===== src/rtl/i2c_regmem_pkg.sv =====
package i2c_regmem_pkg;

  localparam int BYTE_W = 8;

  typedef enum logic [2:0] {
    ST_IDLE,
    ST_ADDR,
    ST_ACK_ADDR,
    ST_WR,
    ST_ACK_WR,
    ST_RD,
    ST_RD_ACK,
    ST_IGNORE
  } bus_state_e;

  typedef enum logic [1:0] {
    XFER_NONE,
    XFER_WR,
    XFER_RD
  } xfer_e;

endpackage


===== src/rtl/i2c_line_sync.sv =====
module i2c_line_sync #(
  parameter int STAGES = 2
) (
  input  logic clk,
  input  logic rst_n,
  input  logic scl_in,
  input  logic sda_in,
  output logic scl_lvl,
  output logic sda_lvl,
  output logic scl_rise,
  output logic scl_fall,
  output logic start_det,
  output logic stop_det
);

  logic [STAGES-1:0] scl_pipe;
  logic [STAGES-1:0] sda_pipe;
  logic              scl_prev;
  logic              sda_prev;

  // The bus idles high, so every stage resets to 1.
  generate
    if (STAGES == 1) begin : g_single
      always_ff @(posedge clk or negedge rst_n) begin
        if (!rst_n) begin
          scl_pipe <= '1;
          sda_pipe <= '1;
        end else begin
          scl_pipe <= scl_in;
          sda_pipe <= sda_in;
        end
      end
    end else begin : g_chain
      always_ff @(posedge clk or negedge rst_n) begin
        if (!rst_n) begin
          scl_pipe <= '1;
          sda_pipe <= '1;
        end else begin
          scl_pipe <= {scl_pipe[STAGES-2:0], scl_in};
          sda_pipe <= {sda_pipe[STAGES-2:0], sda_in};
        end
      end
    end
  endgenerate

  always_ff @(posedge clk or negedge rst_n) begin
    if (!rst_n) begin
      scl_prev <= 1'b1;
      sda_prev <= 1'b1;
    end else begin
      scl_prev <= scl_lvl;
      sda_prev <= sda_lvl;
    end
  end

  assign scl_lvl   = scl_pipe[STAGES-1];
  assign sda_lvl   = sda_pipe[STAGES-1];
  assign scl_rise  = scl_lvl & ~scl_prev;
  assign scl_fall  = ~scl_lvl & scl_prev;
  assign start_det = scl_lvl & scl_prev & sda_prev & ~sda_lvl;
  assign stop_det  = scl_lvl & scl_prev & ~sda_prev & sda_lvl;

endmodule


===== src/rtl/i2c_regmem_store.sv =====
module i2c_regmem_store #(
  parameter int DEPTH = 8,
  parameter int W     = 8,
  parameter int AW    = $clog2(DEPTH)
) (
  input  logic          clk,
  input  logic          rst_n,
  input  logic          we,
  input  logic [AW-1:0] waddr,
  input  logic [W-1:0]  wdata,
  input  logic [AW-1:0] raddr,
  output logic [W-1:0]  rdata
);

  logic [W-1:0] cells [DEPTH];

  always_ff @(posedge clk or negedge rst_n) begin
    if (!rst_n) begin
      for (int i = 0; i < DEPTH; i++) cells[i] <= '0;
    end else if (we) begin
      for (int i = 0; i < DEPTH; i++)
        if (waddr == AW'(i)) cells[i] <= wdata;
    end
  end

  assign rdata = cells[raddr];

  // a committed byte is readable at its location on the next cycle
  a_r2_write_lands: assert property (@(posedge clk) disable iff (!rst_n)
    we |=> (cells[$past(waddr)] == $past(wdata)));

endmodule


===== src/rtl/i2c_regmem_target.sv =====
module i2c_regmem_target
  import i2c_regmem_pkg::*;
#(
  parameter logic [6:0] TGT_ADDR    = 7'h43,
  parameter int         MEM_DEPTH   = 8,
  parameter int         SYNC_STAGES = 2,
  parameter int         PW          = $clog2(MEM_DEPTH)
) (
  input  logic          clk,
  input  logic          rst_n,
  input  logic          scl_in,
  input  logic          sda_in,
  output logic          sda_pull_low,
  output logic          wr_end_pulse,
  output logic          rd_end_pulse,
  output logic [PW-1:0] end_offset
);

  localparam logic [2:0] LAST_BIT = 3'd7;

  logic scl_s, sda_s, scl_rise, scl_fall, start_det, stop_det;

  bus_state_e        state;
  xfer_e             xfer;
  logic [2:0]        bit_cnt;
  logic [BYTE_W-1:0] rx_sh;
  logic [BYTE_W-1:0] tx_sh;
  logic [BYTE_W-1:0] rx_byte;
  logic              byte_full;
  logic              addr_hit;
  logic              rw_bit;
  logic              first_byte;
  logic              ctrl_ack;
  logic [PW-1:0]     ptr;
  logic [PW-1:0]     wr_off;
  logic [PW-1:0]     rd_off;
  logic              mem_we;
  logic [BYTE_W-1:0] mem_rdata;

  i2c_line_sync #(.STAGES(SYNC_STAGES)) u_sync (
    .clk      (clk),
    .rst_n    (rst_n),
    .scl_in   (scl_in),
    .sda_in   (sda_in),
    .scl_lvl  (scl_s),
    .sda_lvl  (sda_s),
    .scl_rise (scl_rise),
    .scl_fall (scl_fall),
    .start_det(start_det),
    .stop_det (stop_det)
  );

  assign rx_byte = {rx_sh[BYTE_W-2:0], sda_s};

  // A data byte (not the offset) is committed on the rising edge of its eighth bit.
  assign mem_we = (state == ST_WR) && scl_rise && (bit_cnt == LAST_BIT) &&
                  !first_byte && !start_det && !stop_det;

  i2c_regmem_store #(.DEPTH(MEM_DEPTH), .W(BYTE_W), .AW(PW)) u_store (
    .clk  (clk),
    .rst_n(rst_n),
    .we   (mem_we),
    .waddr(ptr),
    .wdata(rx_byte),
    .raddr(ptr),
    .rdata(mem_rdata)
  );

  always_ff @(posedge clk or negedge rst_n) begin
    if (!rst_n) begin
      state        <= ST_IDLE;
      xfer         <= XFER_NONE;
      bit_cnt      <= '0;
      rx_sh        <= '0;
      tx_sh        <= '0;
      byte_full    <= 1'b0;
      addr_hit     <= 1'b0;
      rw_bit       <= 1'b0;
      first_byte   <= 1'b0;
      ctrl_ack     <= 1'b0;
      ptr          <= '0;
      wr_off       <= '0;
      rd_off       <= '0;
      sda_pull_low <= 1'b0;
      wr_end_pulse <= 1'b0;
      rd_end_pulse <= 1'b0;
      end_offset   <= '0;
    end else begin
      wr_end_pulse <= 1'b0;
      rd_end_pulse <= 1'b0;
      if (start_det || stop_det) begin
        // Bus condition closes whatever transfer was running.
        if (xfer == XFER_WR) begin
          wr_end_pulse <= 1'b1;
          end_offset   <= wr_off;
        end else if (xfer == XFER_RD) begin
          rd_end_pulse <= 1'b1;
          end_offset   <= rd_off;
        end
        xfer         <= XFER_NONE;
        state        <= start_det ? ST_ADDR : ST_IDLE;
        bit_cnt      <= '0;
        byte_full    <= 1'b0;
        sda_pull_low <= 1'b0;
      end else begin
        unique case (state)
          ST_IDLE, ST_IGNORE: sda_pull_low <= 1'b0;

          ST_ADDR: begin
            if (scl_rise) begin
              rx_sh   <= rx_byte;
              bit_cnt <= bit_cnt + 3'd1;
              if (bit_cnt == LAST_BIT) begin
                byte_full <= 1'b1;
                addr_hit  <= (rx_byte[7:1] == TGT_ADDR);
                rw_bit    <= rx_byte[0];
              end
            end else if (scl_fall && byte_full) begin
              byte_full <= 1'b0;
              if (addr_hit) begin
                state        <= ST_ACK_ADDR;
                sda_pull_low <= 1'b1;
              end else begin
                state <= ST_IGNORE;
              end
            end
          end

          ST_ACK_ADDR: begin
            if (scl_fall) begin
              bit_cnt <= '0;
              if (rw_bit) begin
                state        <= ST_RD;
                xfer         <= XFER_RD;
                rd_off       <= ptr;
                tx_sh        <= mem_rdata;
                sda_pull_low <= ~mem_rdata[BYTE_W-1];
              end else begin
                state        <= ST_WR;
                xfer         <= XFER_WR;
                wr_off       <= '0;
                first_byte   <= 1'b1;
                sda_pull_low <= 1'b0;
              end
            end
          end

          ST_WR: begin
            if (scl_rise) begin
              rx_sh   <= rx_byte;
              bit_cnt <= bit_cnt + 3'd1;
              if (bit_cnt == LAST_BIT) begin
                byte_full <= 1'b1;
                if (first_byte) begin
                  ptr        <= rx_byte[PW-1:0];
                  wr_off     <= rx_byte[PW-1:0];
                  first_byte <= 1'b0;
                end else begin
                  ptr <= ptr + PW'(1);
                end
              end
            end else if (scl_fall && byte_full) begin
              byte_full    <= 1'b0;
              state        <= ST_ACK_WR;
              sda_pull_low <= 1'b1;
            end
          end

          ST_ACK_WR: begin
            if (scl_fall) begin
              state        <= ST_WR;
              sda_pull_low <= 1'b0;
            end
          end

          ST_RD: begin
            if (scl_fall) begin
              if (bit_cnt == LAST_BIT) begin
                sda_pull_low <= 1'b0;
                state        <= ST_RD_ACK;
                ptr          <= ptr + PW'(1);
              end else begin
                bit_cnt      <= bit_cnt + 3'd1;
                tx_sh        <= {tx_sh[BYTE_W-2:0], 1'b0};
                sda_pull_low <= ~tx_sh[BYTE_W-2];
              end
            end
          end

          ST_RD_ACK: begin
            if (scl_rise) begin
              ctrl_ack <= ~sda_s;
            end else if (scl_fall) begin
              if (ctrl_ack) begin
                state        <= ST_RD;
                bit_cnt      <= '0;
                tx_sh        <= mem_rdata;
                sda_pull_low <= ~mem_rdata[BYTE_W-1];
              end else begin
                state <= ST_IGNORE;
              end
            end
          end

          default: state <= ST_IDLE;
        endcase
      end
    end
  end

  // the address acknowledge holds SDA low throughout SCL high
  a_r1_ack_held: assert property (@(posedge clk) disable iff (!rst_n)
    (state == ST_ACK_ADDR && scl_s) |-> sda_pull_low);

  // once ignoring, the target never pulls SDA
  a_r8_ignore_released: assert property (@(posedge clk) disable iff (!rst_n)
    (state == ST_IGNORE) |-> !sda_pull_low);

  // write and read end pulses never coincide
  a_r7_one_event: assert property (@(posedge clk) disable iff (!rst_n)
    !(wr_end_pulse && rd_end_pulse));

  // STOP returns to idle, START enters the address phase
  a_r10_stop_idle: assert property (@(posedge clk) disable iff (!rst_n)
    stop_det |=> (state == ST_IDLE));

  a_r10_start_addr: assert property (@(posedge clk) disable iff (!rst_n)
    start_det |=> (state == ST_ADDR));

  // an end pulse is only raised after a bus condition
  a_r6_pulse_cause: assert property (@(posedge clk) disable iff (!rst_n)
    $rose(wr_end_pulse) |-> $past(start_det || stop_det));

endmodule


===== config.mk =====
export PLATFORM = sky130hd
export DESIGN_NAME = i2c_regmem_target
export DESIGN_NICKNAME = d
export VERILOG_FILES = /design/src/rtl/i2c_regmem_pkg.sv /design/src/rtl/i2c_line_sync.sv /design/src/rtl/i2c_regmem_store.sv /design/src/rtl/i2c_regmem_target.sv
export SDC_FILE = /design/constraint.sdc
export NUM_CORES = 1
export LEC_CHECK = 0
export BUFFER_PORTS_ARGS = -buffer_cell sky130_fd_sc_hd__buf_2
export CELL_PAD_IN_SITES_DETAIL_PLACEMENT = 2
export CELL_PAD_IN_SITES_GLOBAL_PLACEMENT = 2
export CORE_UTILIZATION = 40
export CTS_CLUSTER_DIAMETER = 150
export DETAILED_ROUTE_END_ITERATION = 10
export PLACE_DENSITY_LB_ADDON = 0.08
export SLEW_MARGIN = 20
export SYNTH_ARGS = -nofsm -noshare
export SYNTH_HDL_FRONTEND = slang
export SYNTH_SLANG_ARGS = --single-unit

===== constraint.sdc =====
create_clock -name clk -period 1.8 [get_ports clk]
set_input_delay 0.18 -clock clk [delete_from_list [all_inputs] [get_ports clk]]
set_output_delay 0.18 -clock clk [all_outputs]
set_load 0.02 [all_outputs]

Yosys cells after proc, flatten, opt, wreduce, memory -nomap -nowiden
Cells that the tools add are included.

$add $sub $neg: 2. $mul: 0. Div/mod/pow operators: 0. Order comparisons: 1. Eq/ne operators: 45. Shift-type cells: 0. Multiplexer cells: 84. Bitwise logic cells: 15. Reduce and logical (&&, ||, !) cells: 46.

Operators by type and width (number): $mux W3 (33); $mux W7 (7); $ne A3 B3 Y1 const B (11); $mux W1 (29); $eq A3 B3 Y1 const B (9); $bmux W8 S3 (1); $ne A2 B2 Y1 const B (11); $reduce_and A11 Y1 (2); $pmux W7 S3 (1); $reduce_and A2 Y1 (10); $pmux W3 S6 (1); $mux W8 (2); $eq A3 B2 Y1 const B (4); $pmux W3 S2 (2); $pmux W3 S4 (1); $reduce_and A6 Y1 (2); $reduce_bool A2 Y1 (6); $mux W2 (5); $ne A3 B1 Y1 const B (3); $reduce_and A3 Y1 (3); $reduce_and A9 Y1 (1); $reduce_and A4 Y1 (2); $reduce_and A8 Y1 (1); $and A1 B1 Y1 (7); other kinds (21) (39).

Register bits after elaboration: 112. Latch bits: 0. Memory bits (writable): 0. Bits in read-only memories: 0. Input bits: 4. Output and inout port bits: 6. Logic and storage cells: 222. Memories kept: 0.

Logic depth before layout (Yosys ltp)
Word-level depth: 10. Depth in mapped cells: 8. Gate-level depth less buffers: 6.

Modules after synthesis
A second synthesis with hierarchy kept.

Cells, all modules: 404. Area, all modules: 5456.5 µm².

By module, submodules not included: i2c_regmem_store (times used 1, cells each 172, area an instance 2992.9 µm², sequential area each 1601.5 µm²); i2c_regmem_target (times used 1, cells each 222, area an instance 2273.4 µm², sequential area each 1051.0 µm²); i2c_line_sync (times used 1, cells each 10, area an instance 190.2 µm², sequential area each 157.7 µm²).

Worst setup path before layout
No wires, ideal clock.

Path kind: reg-to-reg. From: reg bit_cnt[0]. To: reg bit_cnt[0]. Library setup time: 128 ps. Arrival time: 1863 ps. Required time: 1672 ps. Slack: -190 ps. Cell stages (with the launch flop): 9. Path buffers: 2. Period minus slack after synthesis: 1990 ps. Cell sequence: dfrtp_1 -> ha_1 -> ha_1 -> buf_2 -> o21ai_0 -> a21oi_1 -> or4_1 -> clkbuf_1 -> mux2i_1.

Word-level cells in the longest chain between the ends: 5. Elaborated cells on any way between the ends: 9. Classes of those cells: add/sub: 1; eq/ne: 2; mux: 5; reduce/logical: 1.

Ends and longest elaborated chain: start: declaration (RTL line i2c_regmem_target.sv:25) `logic [2:0] bit_cnt;`; start signal: assignment (RTL line i2c_regmem_target.sv:112) `bit_cnt <= bit_cnt + 3'd1;`; start signal: assignment (RTL line i2c_regmem_target.sv:151) `bit_cnt <= bit_cnt + 3'd1;`; start signal: assignment (RTL line i2c_regmem_target.sv:183) `bit_cnt <= bit_cnt + 3'd1;`; $add A3 B1 Y3 (RTL line i2c_regmem_target.sv:112, i2c_regmem_target.sv:151, i2c_regmem_target.sv:183); $mux W3 (RTL line i2c_regmem_target.sv:178) `if (bit_cnt == LAST_BIT) begin`; $mux W3 (RTL line i2c_regmem_target.sv:177) `if (scl_fall) begin`; $pmux W3 S4 (RTL line i2c_regmem_target.sv:106) `unique case (state)`; $mux W3 (RTL line i2c_regmem_target.sv:91) `if (start_det || stop_det) begin`.

Parallel ways exist; a longest one is shown, timed or not. The select of a mux whose other input is x is not followed. A chain may end at the register's enable or synchronous reset.

Worst setup path in the final report
From: reg bit_cnt[0]. To: reg u_store.cells[9] in the netlist's numbering.

Word-level cells in the longest chain between the ends: 6.

Ends and longest elaborated chain: $eq A3 B3 Y1 (RTL line i2c_regmem_target.sv:56) `assign mem_we = (state == ST_WR) && scl_rise && (bit_cnt == LAST_BIT) &&`; $logic_and A1 B1 Y1 (2 in a row) (RTL line i2c_regmem_target.sv:56); $logic_and A1 B1 Y1 (2 in a row) (RTL line i2c_regmem_target.sv:57) `!first_byte && !start_det && !stop_det;`; $reduce_and A2 Y1 (no source line); end signal: indexed assignment (RTL line i2c_regmem_store.sv:22) `if (waddr == AW'(i)) cells[i] <= wdata;`; end: declaration (RTL line i2c_regmem_store.sv:15) `logic [W-1:0] cells [DEPTH];`.

Every way passes these cells.

==> impl_metrics.json <==
{
  "critPathMaxStageDelay_ns": 0.36,
  "area_growth_pct": 22.4,
  "dieArea_mm2": 0.0144,
  "finalWorstPathRequiredPeriod_ns": 1.85,
  "finalMaxSlewViolations": 0,
  "maxClockFrequency_ghz": 0.539,
  "clk_pin_slew_ns": 0.07,
  "worst_setup_path_startpoint": "bit_cnt[0]",
  "number_of_global_route_vias_before_repair": 4251,
  "worst_hold_slack_ns": 0.324,
  "sequential_share_of_the_synthesized_area": 0.505,
  "count_of_pins_on_the_block_boundary": 10,
  "ys_types": 56,
  "wl_um": 15900,
  "violated_checks": "setup timing",
  "critical_path.slowest_cell": "sky130_fd_sc_hd__dfrtp_1",
  "leakage_nw": 3.19,
  "grt_max_degree": 44,
  "postSynth.topFlopCell": "sky130_fd_sc_hd__dfrtp_1",
  "storage_element_area_mm2": 0.00282,
  "grt.total_usage": 0.236,
  "gr-usage-met1": 0.293,
  "postRouteAntennaNets": 0,
  "postSynth.asyncResetShare": 1.00,
  "post-route-worst-setup-slack_ns": -0.0540,
  "maxCapViolCount": 0,
  "crit_path_end_kind": "flip-flop",
  "grt.met2_usage": 0.421,
  "worst-r2r-setup-slack_ns": -0.05,
  "insertion_delay_ns": 0.36,
  "synth_top_area_share": 0.477,
  "critical_path_peak_fanout": 8,
  "synthesis.yosys.warnings": 0,
  "worst-r2r-cell-count": 7,
  "min_path_type": "in -> async",
  "dr.pass1.iters": 4,
  "die_x_um": 120,
  "ctsRootBufferMaster": "sky130_fd_sc_hd__clkbuf_16",
  "finalSetupViolCount": 52,
  "floorplan.rows": 42,
  "die_h_um": 120,
  "initial_utilization": 0.415,
  "arrival_ns": 2.09,
  "drive_above_1_share": 0.444,
  "outcome": "complete, but fails checks",
  "final_hold_viol_count": 0,
  "worst_r2r_endpoint": "u_store.cells[9]",
  "synth_edf_count": 0,
  "fin_crit_sh": 1.03,
  "drtIter0Drc": 157,
  "use_met3": 0.0356,
  "grt_first_pass_wirelength_um": 24900,
  "ctsLongestPathBuffers": 2,
  "antenna_found_initial": 0,
  "route.detailed.vias_per_inst": 5.60,
  "vdd.ir_drop.worst_v": 0.000557,
  "tightestPinTransition_ns": 0.627,
  "timing.setup.critical_path_class": "reg -> reg",
  "maxSlewHeadroom": 0.582,
  "hpwl_um": 10800,
  "yosysMostFrequentCell": "sky130_fd_sc_hd__dfrtp_1",
  "grt-busiest-layer": "met2",
  "vias_post_dr": 3833,
  "fillCellCount": 1277,
  "synthesis.nets": 460,
  "cts.sink_count": 112,
  "gate_count_of_the_mapped_netlist": 446,
  "core_region_area_mm2": 0.0134,
  "multi_input_area_mm2": 0.00275,
  "worstSetupEndpoint": "u_store.cells[9]",
  "critical_path.reg2reg.startpoint": "bit_cnt[0]",
  "library_cell_with_the_largest_summed_area_after_synthesis": "sky130_fd_sc_hd__dfrtp_1",
  "post_synth.cell_area_avg_um2": 12.5,
  "cp_data_required_time_ns": 2.04,
  "critPathLaunchType": "flip-flop",
  "finish.net_count": 518,
  "drc_viols": 0,
  "post_synthesis_sequential_element_count": 112,
  "grt.overflow.total": 0,
  "numCtsBuffers": 9,
  "buffer_ports.inserted": 9,
  "cts_htree_levels": 3,
  "routabilityCongestion": 0.790,
  "synthTopCellsByArea": "sky130_fd_sc_hd__dfrtp_1 (48%), sky130_fd_sc_hd__mux2_2 (16%), sky130_fd_sc_hd__mux2i_1 (4.9%), sky130_fd_sc_hd__dfstp_2 (2.8%), sky130_fd_sc_hd__ha_1 (2.2%)",
  "cell_chain_of_the_critical_path": "ha_2, ha_4, nand3b_4, nor3_4, buf_12, nand3_4, mux2_4",
  "fin_worst_skew_ns": 0.00894,
  "powerDensity_mw_per_mm2": 736,
  "rsz0062_at_grt": "yes",
  "tritoncts_clock_tree": "done",
  "wire_per_inst_um": 23.2,
  "dpl_worst_slack_ns": -0.167,
  "antenna-diode-count": 0,
  "synth_common_cells": "sky130_fd_sc_hd__dfrtp_1 (106), sky130_fd_sc_hd__mux2_2 (78), sky130_fd_sc_hd__mux2i_1 (27)",
  "mapped_cell_area_mm2": 0.00556
}
state kept, by name (all words and copies together) (netlist names):
signal	cells
addr_hit	1
bit_cnt	3
byte_full	1
ctrl_ack	1
end_offset	3
first_byte	1
ptr	3
rd_end_pulse	1
rd_off	3
rw_bit	1
rx_sh	7
sda_pull_low	1
state	3
tx_sh	7
u_store.cells	64
u_sync.scl_pipe	2
u_sync.scl_prev	1
u_sync.sda_pipe	2
u_sync.sda_prev	1
wr_end_pulse	1
wr_off	3
xfer	2
cells in the final DEF (no fill, tap or decap), types with 5 or more instances in the layout:
cell,netlist,routed
sky130_fd_sc_hd__a21oi_1,7,6
sky130_fd_sc_hd__buf_12,0,6
sky130_fd_sc_hd__buf_2,11,9
sky130_fd_sc_hd__buf_4,3,59
sky130_fd_sc_hd__clkbuf_16,0,9
sky130_fd_sc_hd__dfrtp_1,106,102
sky130_fd_sc_hd__dfstp_2,6,6
sky130_fd_sc_hd__ha_1,10,8
sky130_fd_sc_hd__inv_1,8,8
sky130_fd_sc_hd__mux2_2,78,78
sky130_fd_sc_hd__mux2_4,6,9
sky130_fd_sc_hd__mux2i_1,27,27
sky130_fd_sc_hd__nand2_1,24,21
sky130_fd_sc_hd__nand2_8,0,5
sky130_fd_sc_hd__nand2b_1,8,5
sky130_fd_sc_hd__nor2_1,13,12
sky130_fd_sc_hd__nor2b_1,5,5
sky130_fd_sc_hd__nor3_1,8,7
sky130_fd_sc_hd__o21ai_0,16,11
sky130_fd_sc_hd__o21ai_1,0,5
sky130_fd_sc_hd__o22ai_1,14,13
sky130_fd_sc_hd__o31ai_1,9,6
worst min-delay path by stage:
| stage | from | end | slack, ns |
|---|---|---|---|
| 6_report | rst_n | state[2] | 0.32 |
| 5_1_grt | rst_n | state[2] | 0.36 |
| 4_1_cts | rst_n | state[1] | 0.34 |
| 3_5_place_dp | rst_n | state[1] | 0.18 |
| 3_3_place_gp | rst_n | state[2] | 0.18 |
| 2_1_floorplan | rst_n | addr_hit | -0.12 |
critical path, delay by kind of cell, from the launching register on:
family | cells | cell delay [ns]
flops | 1 | 0.36
buf+inv | 1 | 0.16
simple gates | 3 | 0.49
mux | 1 | 0.36
fa+ha+maj | 2 | 0.38
where the power goes:
part           internal, mW  switching, mW  leakage (nW)  total [mW]
clock                  1.24          0.943         0.162        2.18
combinational        0.0893          0.120          1.49       0.209
sequential             2.54         0.0768          1.53        2.62
total                  3.87           1.14          3.19        5.01
stage by stage:
stage / setup TNS, ns / area, µm² / std cells / power [mW] / util
2_1_floorplan: -2.43 / 5590 / 446 / 2.71 / -
3_3_place_gp: -2.97 / 6190 / 655 / 2.85 / 0.462
3_5_place_dp: -5.12 / 6190 / 655 / 2.86 / 0.462
4_1_cts: -2.28 / 6720 / 681 / 5.06 / 0.502
5_1_grt: -5.62 / 6810 / 685 / 5.18 / 0.508
6_report: -0.886 / 6810 / 685 / 5.01 / 0.508
final cells by class:
type | instances | area share
Inverter | 8 | 0.00441
Tap cell | 176 | 0.0324
Sequential cell | 112 | 0.414
Multi-Input combinational cell | 294 | 0.404
Clock inverter | 3 | 0.00699
Timing Repair Buffer | 79 | 0.0971
Clock buffer | 13 | 0.0412
cell families (layout without fill, tap and decap cells):
family                     Yosys count  count (layout)  share of synthesized area
and+or+nand+nor                     97              97                      0.112
DFF                                112             112                      0.505
adders and majority gates           10              10                     0.0225
muxes                              118             118                      0.245
buffers and inverters               40             103                     0.0328
AOI/OAI and AO/OA                   68              68                     0.0808
xor gates and xnor gates             1               1                    0.00158
layer usage:
| layer | vias up | share of wire |
|---|---|---|
| li1 | 1749 | - |
| met1 | 2034 | 0.44 |
| met2 | 31 | 0.53 |
| met3 | 19 | 0.015 |
| met4 | 0 | 0.017 |
| met5 | - | 0 |
timing repair:
action / in CTS / in global routing
hold buffers: 3 / 0
setup endpoints to repair: 89 / 86
hold endpoints to repair: 29 / 0
pin swaps: 2 / 5
gates resized for setup: 26 / 14
buffers inserted: 7 / 4
Note: power is estimated with default switching activity, not from simulation.
